$ cat config.mk
export PLATFORM = sky130hd
export DESIGN_NAME = flash_cmd_port
export DESIGN_NICKNAME = d
export VERILOG_FILES = /design/src/rtl/fcp_pkg.sv /design/src/rtl/fcp_regs.sv /design/src/rtl/fcp_hold.sv /design/src/rtl/fcp_bank.sv /design/src/rtl/flash_cmd_port.sv
export SDC_FILE = /design/constraint.sdc
export NUM_CORES = 1
export LEC_CHECK = 0
export BUFFER_PORTS_ARGS = -buffer_cell sky130_fd_sc_hd__buf_4
export CAP_MARGIN = 20
export CORE_MARGIN = 8
export CORE_UTILIZATION = 58
export DETAILED_ROUTE_END_ITERATION = 8
export PLACE_DENSITY = 0.87
export SYNTH_ARGS = -nofsm -noshare
export SYNTH_HDL_FRONTEND = slang
export SYNTH_SLANG_ARGS = --single-unit
$ cat constraint.sdc
create_clock -name clk -period 2.75 [get_ports clk]
set_input_delay 0.4125 -clock clk [delete_from_list [all_inputs] [get_ports clk]]
set_output_delay 0.4125 -clock clk [all_outputs]
set_load 0.005 [all_outputs]
$ cat src/rtl/fcp_pkg.sv
package fcp_pkg;
    localparam int DATA_W  = 32;
    localparam int ADDR_W  = 6;
    localparam int OP_W    = 8;
    localparam int FLAG_W  = 8;
    localparam int XLEN_W  = 16;
    localparam int COL_W   = 16;
    localparam int ROWH_W  = 16;
    localparam int BANK_FW = 4;   // room for up to 16 banks

    // register addresses
    localparam logic [ADDR_W-1:0] A_OPCODE = 6'd0;
    localparam logic [ADDR_W-1:0] A_TARGET = 6'd1;
    localparam logic [ADDR_W-1:0] A_FLAGS  = 6'd2;
    localparam logic [ADDR_W-1:0] A_XADDR  = 6'd3;
    localparam logic [ADDR_W-1:0] A_XLEN   = 6'd4;
    localparam logic [ADDR_W-1:0] A_COL    = 6'd5;
    localparam logic [ADDR_W-1:0] A_DCOL   = 6'd6;
    localparam logic [ADDR_W-1:0] A_DROW   = 6'd7;
    localparam logic [ADDR_W-1:0] A_LAUNCH = 6'd8;
    localparam logic [ADDR_W-1:0] A_HSTAT  = 6'd9;
    localparam logic [ADDR_W-1:0] A_HTGT   = 6'd10;
    // banked windows, selected by address bits [5:4]
    localparam logic [1:0] WIN_ROW_LO = 2'b01;
    localparam logic [1:0] WIN_ROW_HI = 2'b10;
    localparam logic [1:0] WIN_BSTAT  = 2'b11;

    localparam logic [OP_W-1:0] OP_READ  = 8'h01;
    localparam logic [OP_W-1:0] OP_PROG  = 8'h02;
    localparam logic [OP_W-1:0] OP_ERASE = 8'h03;

    typedef enum logic [1:0] {
        LK_READ,
        LK_PROG,
        LK_ERASE,
        LK_MISC
    } lat_kind_e;

    typedef struct packed {
        logic [OP_W-1:0]     opcode;
        logic [BANK_FW-1:0]  bank;
        logic [FLAG_W-1:0]   flags;
        logic [DATA_W-1:0]   xaddr;
        logic [XLEN_W-1:0]   xlen;
        logic [COL_W-1:0]    col;
        logic [2*ROWH_W-1:0] row;
        logic [COL_W-1:0]    dcol;
        logic [DATA_W-1:0]   drow;
    } cmd_t;

    function automatic lat_kind_e kind_of(input logic [OP_W-1:0] op);
        case (op)
            OP_READ:  return LK_READ;
            OP_PROG:  return LK_PROG;
            OP_ERASE: return LK_ERASE;
            default:  return LK_MISC;
        endcase
    endfunction
endpackage

$ cat src/rtl/fcp_regs.sv
module fcp_regs
    import fcp_pkg::*;
#(
    parameter int NUM_BANKS = 4,
    localparam int BANK_W = $clog2(NUM_BANKS)
) (
    input  logic              clk,
    input  logic              rst,
    input  logic              wr_en,
    input  logic [ADDR_W-1:0] wr_addr,
    input  logic [DATA_W-1:0] wr_data,
    input  logic [ADDR_W-1:0] rd_addr,
    output logic [DATA_W-1:0] rd_data,
    output logic              rd_hit,
    output cmd_t              port_cmd,
    output logic              launch
);
    logic [OP_W-1:0]   opcode_q;
    logic [BANK_W-1:0] target_q;
    logic [FLAG_W-1:0] flags_q;
    logic [DATA_W-1:0] xaddr_q;
    logic [XLEN_W-1:0] xlen_q;
    logic [COL_W-1:0]  col_q;
    logic [COL_W-1:0]  dcol_q;
    logic [DATA_W-1:0] drow_q;
    logic [ROWH_W-1:0] row_lo_q [NUM_BANKS];
    logic [ROWH_W-1:0] row_hi_q [NUM_BANKS];

    logic wr_bank_ok;
    logic rd_bank_ok;
    assign wr_bank_ok = int'(wr_addr[3:0]) < NUM_BANKS;
    assign rd_bank_ok = int'(rd_addr[3:0]) < NUM_BANKS;

    assign launch = wr_en && (wr_addr == A_LAUNCH);

    always_ff @(posedge clk) begin
        if (rst) begin
            opcode_q <= '0;
            target_q <= '0;
            flags_q  <= '0;
            xaddr_q  <= '0;
            xlen_q   <= '0;
            col_q    <= '0;
            dcol_q   <= '0;
            drow_q   <= '0;
            for (int b = 0; b < NUM_BANKS; b++) begin
                row_lo_q[b] <= '0;
                row_hi_q[b] <= '0;
            end
        end else if (wr_en) begin
            case (wr_addr)
                A_OPCODE: opcode_q <= wr_data[OP_W-1:0];
                A_TARGET: target_q <= wr_data[BANK_W-1:0];
                A_FLAGS:  flags_q  <= wr_data[FLAG_W-1:0];
                A_XADDR:  xaddr_q  <= wr_data;
                A_XLEN:   xlen_q   <= wr_data[XLEN_W-1:0];
                A_COL:    col_q    <= wr_data[COL_W-1:0];
                A_DCOL:   dcol_q   <= wr_data[COL_W-1:0];
                A_DROW:   drow_q   <= wr_data;
                default: begin
                    if (wr_bank_ok && wr_addr[5:4] == WIN_ROW_LO)
                        row_lo_q[wr_addr[BANK_W-1:0]] <= wr_data[ROWH_W-1:0];
                    if (wr_bank_ok && wr_addr[5:4] == WIN_ROW_HI)
                        row_hi_q[wr_addr[BANK_W-1:0]] <= wr_data[ROWH_W-1:0];
                end
            endcase
        end
    end

    always_comb begin
        port_cmd        = '0;
        port_cmd.opcode = opcode_q;
        port_cmd.bank   = BANK_FW'(target_q);
        port_cmd.flags  = flags_q;
        port_cmd.xaddr  = xaddr_q;
        port_cmd.xlen   = xlen_q;
        port_cmd.col    = col_q;
        port_cmd.row    = {row_hi_q[target_q], row_lo_q[target_q]};
        port_cmd.dcol   = dcol_q;
        port_cmd.drow   = drow_q;
    end

    always_comb begin
        rd_hit  = 1'b1;
        rd_data = '0;
        case (rd_addr)
            A_OPCODE: rd_data = DATA_W'(opcode_q);
            A_TARGET: rd_data = DATA_W'(target_q);
            A_FLAGS:  rd_data = DATA_W'(flags_q);
            A_XADDR:  rd_data = xaddr_q;
            A_XLEN:   rd_data = DATA_W'(xlen_q);
            A_COL:    rd_data = DATA_W'(col_q);
            A_DCOL:   rd_data = DATA_W'(dcol_q);
            A_DROW:   rd_data = drow_q;
            default: begin
                if (rd_bank_ok && rd_addr[5:4] == WIN_ROW_LO)
                    rd_data = DATA_W'(row_lo_q[rd_addr[BANK_W-1:0]]);
                else if (rd_bank_ok && rd_addr[5:4] == WIN_ROW_HI)
                    rd_data = DATA_W'(row_hi_q[rd_addr[BANK_W-1:0]]);
                else
                    rd_hit = 1'b0;
            end
        endcase
    end
endmodule

$ cat src/rtl/fcp_hold.sv
module fcp_hold
    import fcp_pkg::*;
(
    input  logic clk,
    input  logic rst,
    input  logic launch,
    input  cmd_t port_cmd,
    input  logic accept,
    output logic full,
    output logic ovr,
    output cmd_t held
);
    always_ff @(posedge clk) begin
        if (rst) begin
            full <= 1'b0;
            ovr  <= 1'b0;
            held <= '0;
        end else begin
            if (launch && full)
                ovr <= 1'b1;
            if (launch && !full) begin
                full <= 1'b1;
                held <= port_cmd;
            end else if (accept) begin
                full <= 1'b0;
            end
        end
    end

    assert_launch_fills_R3: assert property (@(posedge clk) disable iff (rst)
        (launch && !full) |=> (full && held == $past(port_cmd)));
    assert_accept_needs_entry_R5: assert property (@(posedge clk) disable iff (rst)
        accept |-> full);
    assert_accept_clears_R5: assert property (@(posedge clk) disable iff (rst)
        accept |=> !full);
    assert_drop_keeps_R9: assert property (@(posedge clk) disable iff (rst)
        (launch && full && !accept) |=> (full && $stable(held)));
    assert_drop_flags_R9: assert property (@(posedge clk) disable iff (rst)
        (launch && full) |=> ovr);
    assert_ovr_sticky_R9: assert property (@(posedge clk) disable iff (rst)
        ovr |=> ovr);
endmodule

$ cat src/rtl/fcp_bank.sv
module fcp_bank
    import fcp_pkg::*;
#(
    parameter int LAT_READ  = 4,
    parameter int LAT_PROG  = 9,
    parameter int LAT_ERASE = 15,
    parameter int LAT_MISC  = 2,
    localparam int LAT_MAX = (LAT_ERASE > LAT_PROG ? LAT_ERASE : LAT_PROG) > LAT_READ ?
                             (LAT_ERASE > LAT_PROG ? LAT_ERASE : LAT_PROG) :
                             (LAT_READ > LAT_MISC ? LAT_READ : LAT_MISC),
    localparam int CNT_W = $clog2(LAT_MAX + 1) + 1
) (
    input  logic            clk,
    input  logic            rst,
    input  logic            start,
    input  logic [OP_W-1:0] opcode,
    output logic            busy
);
    logic [CNT_W-1:0] cnt_q;
    logic [CNT_W-1:0] lat;

    always_comb begin
        case (kind_of(opcode))
            LK_READ:  lat = CNT_W'(LAT_READ);
            LK_PROG:  lat = CNT_W'(LAT_PROG);
            LK_ERASE: lat = CNT_W'(LAT_ERASE);
            default:  lat = CNT_W'(LAT_MISC);
        endcase
    end

    always_ff @(posedge clk) begin
        if (rst)
            cnt_q <= '0;
        else if (start)
            cnt_q <= lat;
        else if (cnt_q != '0)
            cnt_q <= cnt_q - 1'b1;
    end

    assign busy = (cnt_q != '0);

    assert_start_idle_R7: assert property (@(posedge clk) disable iff (rst)
        start |-> !busy);
    assert_busy_after_start_R6: assert property (@(posedge clk) disable iff (rst)
        start |=> busy);
    assert_stay_idle_R6: assert property (@(posedge clk) disable iff (rst)
        (!busy && !start) |=> !busy);
endmodule

$ cat src/rtl/flash_cmd_port.sv
module flash_cmd_port
    import fcp_pkg::*;
#(
    parameter int NUM_BANKS = 4,   // power of two, 2..16
    parameter int LAT_READ  = 4,
    parameter int LAT_PROG  = 9,
    parameter int LAT_ERASE = 15,
    parameter int LAT_MISC  = 2
) (
    input  logic                 clk,
    input  logic                 rst,
    input  logic                 wr_en,
    input  logic [5:0]           wr_addr,
    input  logic [31:0]          wr_data,
    input  logic [5:0]           rd_addr,
    output logic [31:0]          rd_data,
    output logic                 acc_valid,
    output logic [3:0]           acc_bank,
    output logic [7:0]           acc_opcode,
    output logic [7:0]           acc_flags,
    output logic [31:0]          acc_xaddr,
    output logic [15:0]          acc_xlen,
    output logic [15:0]          acc_col,
    output logic [31:0]          acc_row,
    output logic [15:0]          acc_dcol,
    output logic [31:0]          acc_drow,
    output logic [NUM_BANKS-1:0] bank_busy
);
    localparam int BANK_W = $clog2(NUM_BANKS);

    logic              launch;
    logic              full;
    logic              ovr;
    logic              reg_hit;
    logic [DATA_W-1:0] reg_rd;
    cmd_t              port_cmd;
    cmd_t              held;
    logic [NUM_BANKS-1:0] start;
    logic              accept;

    fcp_regs #(.NUM_BANKS(NUM_BANKS)) u_regs (
        .clk(clk), .rst(rst),
        .wr_en(wr_en), .wr_addr(wr_addr), .wr_data(wr_data),
        .rd_addr(rd_addr), .rd_data(reg_rd), .rd_hit(reg_hit),
        .port_cmd(port_cmd), .launch(launch)
    );

    fcp_hold u_hold (
        .clk(clk), .rst(rst),
        .launch(launch), .port_cmd(port_cmd), .accept(accept),
        .full(full), .ovr(ovr), .held(held)
    );

    for (genvar b = 0; b < NUM_BANKS; b++) begin : g_bank
        assign start[b] = full && (held.bank == BANK_FW'(b)) && !bank_busy[b];
        fcp_bank #(
            .LAT_READ(LAT_READ), .LAT_PROG(LAT_PROG),
            .LAT_ERASE(LAT_ERASE), .LAT_MISC(LAT_MISC)
        ) u_bank (
            .clk(clk), .rst(rst),
            .start(start[b]), .opcode(held.opcode),
            .busy(bank_busy[b])
        );
    end

    assign accept     = |start;
    assign acc_valid  = accept;
    assign acc_bank   = held.bank;
    assign acc_opcode = held.opcode;
    assign acc_flags  = held.flags;
    assign acc_xaddr  = held.xaddr;
    assign acc_xlen   = held.xlen;
    assign acc_col    = held.col;
    assign acc_row    = held.row;
    assign acc_dcol   = held.dcol;
    assign acc_drow   = held.drow;

    always_comb begin
        rd_data = '0;
        if (reg_hit)
            rd_data = reg_rd;
        else if (rd_addr == A_HSTAT)
            rd_data = {30'd0, ovr, full};
        else if (rd_addr == A_HTGT)
            rd_data = DATA_W'(held.bank);
        else if (rd_addr[5:4] == WIN_BSTAT && int'(rd_addr[3:0]) < NUM_BANKS)
            rd_data = DATA_W'(bank_busy[rd_addr[BANK_W-1:0]]);
    end

    assert_one_accept_R5: assert property (@(posedge clk) disable iff (rst)
        $onehot0(start));
    assert_accept_pulse_R5: assert property (@(posedge clk) disable iff (rst)
        (accept && !launch) |=> !accept);
endmodule

==> flow_summary.rst, run 1 <==
.. list-table::
   :header-rows: 1

   * - Metric
     - Value
   * - Status
     - complete, but fails checks
   * - Failing checks
     - negative setup slack
   * - Number of distinct library cell variants in the gate-level netlist after synthesis
     - 60
   * - Max stage delay cell, worst path
     - a311oi_2
   * - Post-detailed-route count of antenna-violating nets
     - 0
   * - Number of violations of the max-capacitance limit
     - 0
   * - Skew final
     - 0.0235 ns
   * - Sequence of cells on the critical path
     - inv_2 > ha_4 > nor4b_4 > inv_1 > o211ai_1 > a221oi_2 > a311oi_2 > o32ai_4 > buf_4
   * - Startpoint class of the critical path
     - register
   * - Main area contributors after synthesis
     - dfxtp_1 (33%), edfxtp_1 (20%), nand2_1 (11%), mux4_2 (8.7%), a21oi_1 (7.9%)
   * - Total CTS buffers
     - 45
   * - H-tree levels
     - 2
   * - Period utilization
     - 104%
   * - Most used flip-flop cell after synthesis
     - dfxtp_1
   * - Wire length of the first global-routing pass
     - 98000 um
   * - Post-layout utilization of the core
     - 72.0%
   * - Number of synthesized register bits
     - 442
   * - Crit end category
     - output pin
   * - Clock slew seen by the registers of the worst setup and hold paths
     - 0.06 ns
   * - Post-layout instance area
     - 23400 um2
   * - Worst relative slew slack
     - 55.5%
   * - Via count of the first global-routing pass
     - 16.6k
   * - Slack of the critical path
     - -0.117 ns
   * - Critical hold path startpoint
     - wr_data[26]
   * - Measured slew at the worst slew-check pin
     - 0.667 ns
   * - I/O pin total
     - 248
   * - Via-per-instance ratio
     - 6.39
   * - Area delta synth->final
     - 22.6%
   * - Effective utilization at floorplan
     - 58.8%
   * - Number of nets in the layout
     - 2289
   * - Count of final max-slew check failures
     - 0
   * - Share of final-layout standard cells stronger than drive strength 1
     - 24.1%
   * - Clock latency reported for the late side of the worst-skew pair
     - 0.55 ns
   * - Peak per-stage delay on the critical path
     - 0.37 ns
   * - Pin count of the biggest net entering global routing
     - 112
   * - Asr flop ratio synth
     - 0%
   * - Post-layout power
     - 16.0 mW
   * - RSZ-0062 raised after global routing
     - true
   * - Syn Inst Count
     - 2021
   * - Sequential share of the synthesized area
     - 53.0%
   * - Leakage power figure
     - 8.86 nW
   * - Post-DP HPWL
     - 44500 um
   * - CTS Sinks
     - 442
   * - Die Span X
     - 198 um
   * - Reg-to-reg critical path startpoint
     - u_hold.held[158]
   * - Via count
     - 17.3k
   * - Number of synthesized flops with an enable pin
     - 128
   * - Cell taking the most area after synthesis
     - dfxtp_1
   * - Fmax
     - 0.349 GHz
   * - Required time of the worst setup path
     - 2.34 ns
   * - I/O Buffers
     - 245
   * - Crit path kind
     - reg2out
   * - Hold-fix buffers at CTS
     - 0
   * - Core box area
     - 32500 um2
   * - Top Family by Delay on Critical Path
     - compound AO/OA/AOI/OAI gates
   * - Netlist Area Pre-Place
     - 19100 um2
   * - Total power per unit cell area
     - 682 nW/um2
   * - Most frequently used cell type in the post-synthesis netlist
     - nand2_1
   * - Number of antenna violations at the first check in global routing
     - 2
   * - Die H
     - 198 um
   * - Total negative setup slack
     - -0.192 ns
   * - Global-route usage over all layers
     - 32.4%
   * - Yosys warns
     - 0
   * - Buf+Inv Stages, Crit Path
     - 3
   * - Leftover overflow at the end of global routing
     - 0
   * - # rows
     - 66
   * - Number of detailed-route iterations in the first pass
     - 9
   * - Post-synthesis average cell area
     - 9.46 um2
   * - Buffers from clock root to sink, at most
     - 3
   * - Wire length after detailed routing
     - 65900 um
   * - Clock root buffer
     - clkbuf_16
   * - Placed Area
     - 21600 um2
   * - Largest fanout on the critical path
     - 2
   * - Number of endpoints with negative hold slack in the final report
     - 0
   * - FF-to-FF setup slack
     - 0.65 ns
   * - Filler cell count in the final layout
     - 2238
   * - Overall die area
     - 39000 um2
   * - Peak supply drop
     - 0.449 mV
   * - Wirelength per Cell
     - 24.3 um
   * - DRC violation count after routing
     - 0
   * - Global placer's final weighted congestion
     - 0.978
   * - Origin of the worst setup path
     - g_bank[1].u_bank.cnt_q[1]
   * - Final Setup Violations
     - 3
   * - Synth cell count leaders
     - nand2_1 (576), dfxtp_1 (314), a21oi_1 (301)
   * - Yosys top cell area share
     - 32.9%
   * - Kind of path behind the tightest hold check
     - in2reg
   * - Clock tree from TritonCTS
     - done
   * - Crit path DAT
     - 2.45 ns
   * - Initial DRC Count
     - 2658
   * - Fin crit period
     - 2.87 ns
==> sequential cells by signal, summed over array words and instances, names as in the netlist <==
register and flops:
u_hold.held 162, u_regs.xlen_q 16, u_hold.ovr 1, u_regs.col_q 16
u_regs.row_lo_q 64, u_regs.target_q 2, u_hold.full 1, u_regs.drow_q 32
u_regs.opcode_q 8, u_regs.flags_q 8, u_regs.row_hi_q 64, g_bank.u_bank.cnt_q 20
u_regs.dcol_q 16, u_regs.xaddr_q 32
==> through the flow <==
| stage | setup WS (ns) | cells | hold WS, ns |
|---|---|---|---|
| floorplan | 0.493 | 2022 | 0.441 |
| global placement | 0.136 | 2622 | 0.443 |
| detailed placement | 0.152 | 2622 | 0.447 |
| CTS | -0.00422 | 2710 | 0.114 |
| global route | -0.156 | 2711 | 0.117 |
| finish | -0.117 | 2712 | 0.121 |
==> worst min-delay path: cells and delay by family <==
kind | cells | cell delay, ns
buffers and inverters | 1 | 0.11
AND/OR/NAND/NOR | 1 | 0.05
AO/OA/AOI/OAI | 1 | 0.05
==> report_power, final <==
part / internal [mW] / switching [mW]
clock: 4.09 / 2.62
sequential: 6.94 / 0.210
combinational: 0.981 / 1.14
total: 12.0 / 3.97
==> layout make-up <==
cell class / instances / area, um2 / share of cell area, %
multi-input cells: 1370 / 8280 / 35.3
inverters: 36 / 135 / 0.577
flip-flops and latches: 442 / 10100 / 43.3
repair buffers: 338 / 2700 / 11.5
clock inverters: 25 / 370 / 1.58
well taps: 442 / 553 / 2.36
clock buffers: 58 / 1260 / 5.37
diodes: 1 / 2.50 / 0.0107
==> final timing paths <==
| kind | endpoint | depth (start not counted) |
|---|---|---|
| worst min register to register | u_hold.held[51] | 2 |
| worst min-delay path | u_regs.drow_q[26] | 3 |
| worst max-delay path | rd_data[0] | 9 |
| worst max register to register | g_bank[0].u_bank.cnt_q[2] | 9 |
==> layout by cell type, fill, tap and decap left out, types with 25 or more instances in the layout <==
master	n
nand2_1	576
buf_4	325
dfxtp_1	308
a21oi_1	301
edfxtp_1	128
nor2_1	115
mux4_2	74
and3_1	47
clkbuf_16	47
inv_1	26
a22o_1	25
nand3_1	25
==> per-layer routing <==
metal / routed length, um / track usage, %
met1: 23200 / 40.5
met4: 4260 / 19.2
met5: 11 / 0
met2: 29800 / 50.4
met3: 8550 / 8.42
==> logic make-up (layout without fill, tap and decap cells) <==
group	after synthesis	after routing	share of synthesized area, %
flip-flops	442	442	53.0
AO/OA/AOI/OAI	413	413	12.5
XOR/XNOR	8	8	0.366
AND/OR/NAND/NOR	834	834	18.5
adder cells (fa/ha/maj)	9	9	0.589
multiplexers	104	104	10.3
buffers and inverters	210	457	4.72
other	1	3	0.0196
==> timing repair <==
action | CTS | global route
resized for setup | 26 | 15
setup endpoints to repair | 1 | 7
pin swaps | 5 | 10
setup buffers | 5 | 1
(Power assumes the default switching activity.)
==> run 2: changes to the inputs <==
- CELL_PAD_IN_SITES_DETAIL_PLACEMENT: not set -> 1
- CELL_PAD_IN_SITES_GLOBAL_PLACEMENT: not set -> 2
- CORE_UTILIZATION: 58 -> 36
- CTS_CLUSTER_DIAMETER: not set -> 30
- PLACE_DENSITY: 0.87 -> 0.86
==> run 2 against run 1 <==
- sequential power hardly changed
- non-clock buffer count is 12 higher
- the flow still finishes with violations (negative setup slack)
- count of clock-buffer cells in the layout is 81 higher
- worst hold slack worse by 0.088 ns
- routed wire length is 17% higher
- utilization is 23 points lower
- flip-flop and latch count stayed put
- clock power is 91% higher
- die area is 56% higher
- largest power group is now clock
==> flow_summary.rst, run 2 (synthesis results as in run 1) <==
.. list-table::
   :header-rows: 1

   * - Metric
     - Value
   * - Status
     - complete, but fails checks
   * - Failing checks
     - negative setup slack
   * - Number of nets in the layout
     - 2358 (+3.0%)
   * - Peak per-stage delay on the critical path
     - 0.33 ns (-0.04 ns)
   * - Clock tree from TritonCTS
     - done
   * - Largest register FFs
     - 162 (unchanged)
   * - Power share of the sequential group
     - 32.4% (-12 points)
   * - Leftover overflow at the end of global routing
     - 0 (unchanged)
   * - H-tree levels
     - 3 (+1)
   * - Largest fanout on the critical path
     - 2 (unchanged)
   * - Sw Share
     - 24.6% (-0.20 points)
   * - DRC violation count after routing
     - 0 (unchanged)
   * - Slack of the critical path
     - -0.136 ns (-0.0183 ns)
   * - Required time of the worst setup path
     - 2.34 ns (about the same)
   * - Top library cells by usage in the layout, fill and taps aside
     - nand2_1 (575), buf_4 (332), dfxtp_1 (309)
   * - Initial DRC Count
     - 1431 (-46%)
   * - Peak supply drop
     - 0.462 mV (+2.9%)
   * - I/O Buffers
     - 245 (unchanged)
   * - Global placer's final weighted congestion
     - 0.893 (-8.7%)
   * - Via count
     - 17.2k (-1.1%)
   * - Fmax
     - 0.347 GHz (-0.63%)
   * - Max stage delay cell, worst path
     - dfxtp_2
   * - Die Span X
     - 246 um (+25%)
   * - Wire length of the first global-routing pass
     - 115000 um (+17%)
   * - Measured slew at the worst slew-check pin
     - 0.833 ns (+0.166 ns)
   * - Post-detailed-route count of antenna-violating nets
     - 0 (unchanged)
   * - ANT cells
     - 0 (-1)
   * - Skew final
     - 0.0388 ns (+0.0153 ns)
   * - Overall die area
     - 60700 um2 (+56%)
   * - Crit path kind
     - reg2out
   * - Biggest regs
     - u_hold.held (162), u_regs.row_hi_q (64), u_regs.row_lo_q (64)
   * - # rows
     - 84 (+27%)
   * - Clock network fraction of total power
     - 57.8% (+16 points)
   * - Kind of path behind the tightest hold check
     - in2reg
   * - Effective utilization at floorplan
     - 36.4% (-22 points)
   * - Total negative setup slack
     - -0.251 ns (-0.0590 ns)
   * - Total power per unit cell area
     - 855 nW/um2 (+25%)
   * - Area delta synth->final
     - 35.6%
   * - Worst relative slew slack
     - 44.5% (-11 points)
   * - Core box area
     - 52600 um2 (+62%)
   * - I/O pin total
     - 248 (unchanged)
   * - Logic pwr share
     - 9.8% (-3.5 points)
   * - Wirelength per Cell
     - 25.1 um (+3.5%)
   * - Clock slew seen by the registers of the worst setup and hold paths
     - 0.04 ns (-0.02 ns)
   * - FF-to-FF setup slack
     - 0.48 ns (-0.17 ns)
   * - Fin crit period
     - 2.89 ns (+0.0183 ns)
   * - Crit path DAT
     - 2.47 ns (+0.02 ns)
   * - RSZ-0062 raised after global routing
     - true
   * - Clock latency reported for the late side of the worst-skew pair
     - 0.65 ns (+0.10 ns)
   * - Net switching component of the power
     - 5.47 mW (+38%)
   * - Leakage power figure
     - 9.91 nW (+12%)
   * - Post-DP HPWL
     - 52100 um (+17%)
   * - Die H
     - 246 um (+25%)
   * - Reg with most FFs
     - u_hold.held
   * - Global-route usage over all layers
     - 24.9% (-7.5 points)
   * - Number of detailed-route iterations in the first pass
     - 6 (-3)
   * - Count of final max-slew check failures
     - 0 (unchanged)
   * - Internal portion of total power
     - 16.7 mW (+39%)
   * - Sequence of cells on the critical path
     - inv_2 > ha_4 > nor4b_4 > inv_2 > o211ai_1 > a221oi_2 > a311oi_2 > o32ai_2 > buf_4
   * - Via count of the first global-routing pass
     - 17.9k (+7.7%)
   * - Leading cell type in the layout, fill and taps excluded
     - nand2_1
   * - Via-per-instance ratio
     - 5.57 (-13%)
   * - Wire length after detailed routing
     - 77400 um (+17%)
   * - Crit end category
     - output pin
   * - Library cell appearing most often on the critical path
     - inv_2
   * - Number of endpoints with negative hold slack in the final report
     - 0 (unchanged)
   * - Buffers from clock root to sink, at most
     - 3 (unchanged)
   * - Pin count of the biggest net entering global routing
     - 97 (-13%)
   * - CTS Sinks
     - 442 (unchanged)
   * - Final Setup Violations
     - 5 (+2)
   * - Startpoint class of the critical path
     - register
   * - Number of violations of the max-capacitance limit
     - 0 (unchanged)
   * - Clock root buffer
     - clkbuf_16
   * - Total CTS buffers
     - 102 (+130%)
   * - Period utilization
     - 105% (+0.66 points)
   * - Share of final-layout standard cells stronger than drive strength 1
     - 27.8% (+3.7 points)
   * - Hold Worst Slack
     - 0.0327 ns (-0.0880 ns)
   * - Number of antenna violations at the first check in global routing
     - 2 (unchanged)
[run 2: cell count changes in the layout (fill, tap and decap cells not counted), sizes merged]
| cell | delta |
|---|---|
| inv | +5 |
| diode | -1 |
| dlygate4sd3 | +3 |
| clkinv | +12 |
| clkinvlp | +9 |
| buf | +9 |
| clkbuf | +81 |
| bufinv | +3 |
[run 2: metal layers]
layer / up-vias / global-route usage, % / part of all wire [%]
li1: 7595 / - / -
met1: 8610 / 31.5 / 41
met2: 775 / 40.6 / 48
met3: 169 / 5.50 / 7.8
met4: 2 / 10.7 / 4.1
met5: - / 0 / 0.013
[run 2: area by class of cell]
| cell class | count | area (um2) |
|---|---|---|
| clock buffers | 139 | 3000 |
| clock inverters | 54 | 724 |
| fillers | 5780 | 26600 |
| inverters | 36 | 138 |
| multi-input cells | 1370 | 8280 |
| flip-flops and latches | 442 | 10100 |
| well taps | 688 | 861 |
| repair buffers | 350 | 2800 |
[run 2: timing repair]
item	CTS	global route
setup endpoints to repair	13	15
hold endpoints to repair	3	0
hold buffers	3	0
pin swaps	30	19
resized for setup	27	21
setup buffers	10	4
[run 2: critical path: cells and delay by family, from the launching register on]
kind | cells | cell delay (ns)
flops | 1 | 0.33
fa+ha+maj | 1 | 0.13
simple gates | 1 | 0.24
compound gates | 4 | 0.78
buf+inv | 3 | 0.35
[run 2: power by group through the flow]
stage                     clock network (mW)  registers (mW)  logic [mW]
after floorplan                            0            7.19        1.18
after global placement                     0            7.23        1.82
after detailed placement                   0            7.25        1.89
after CTS                               12.9            7.16        2.11
after global routing                    13.3            7.20        2.33
final                                   12.8            7.18        2.17
[run 2: path summary, 6_finish.rpt]
| path | from | endpoint | cells past startpoint |
|---|---|---|---|
| worst min register to register | u_hold.held[126] | u_hold.held[126] | 2 |
| worst max register to register | u_hold.held[158] | g_bank[0].u_bank.cnt_q[0] | 7 |
| worst min-delay path | wr_data[28] | u_regs.xaddr_q[28] | 3 |
| worst max-delay path | g_bank[1].u_bank.cnt_q[0] | rd_data[0] | 9 |
[run 2: per-stage QoR]
stage | utilization [%] | cells | setup slack (ns) | power, mW | area, um2
finish | 49.4 | 3079 | -0.136 | 22.2 | 25900
global route | 49.4 | 3079 | -0.214 | 22.8 | 25900
CTS | 49.2 | 3077 | -0.154 | 22.2 | 25900
detailed placement | 41.8 | 2880 | 0.0935 | 9.14 | 22000
global placement | 41.8 | 2880 | 0.133 | 9.05 | 22000
floorplan | - | 2022 | 0.493 | 8.37 | 19100
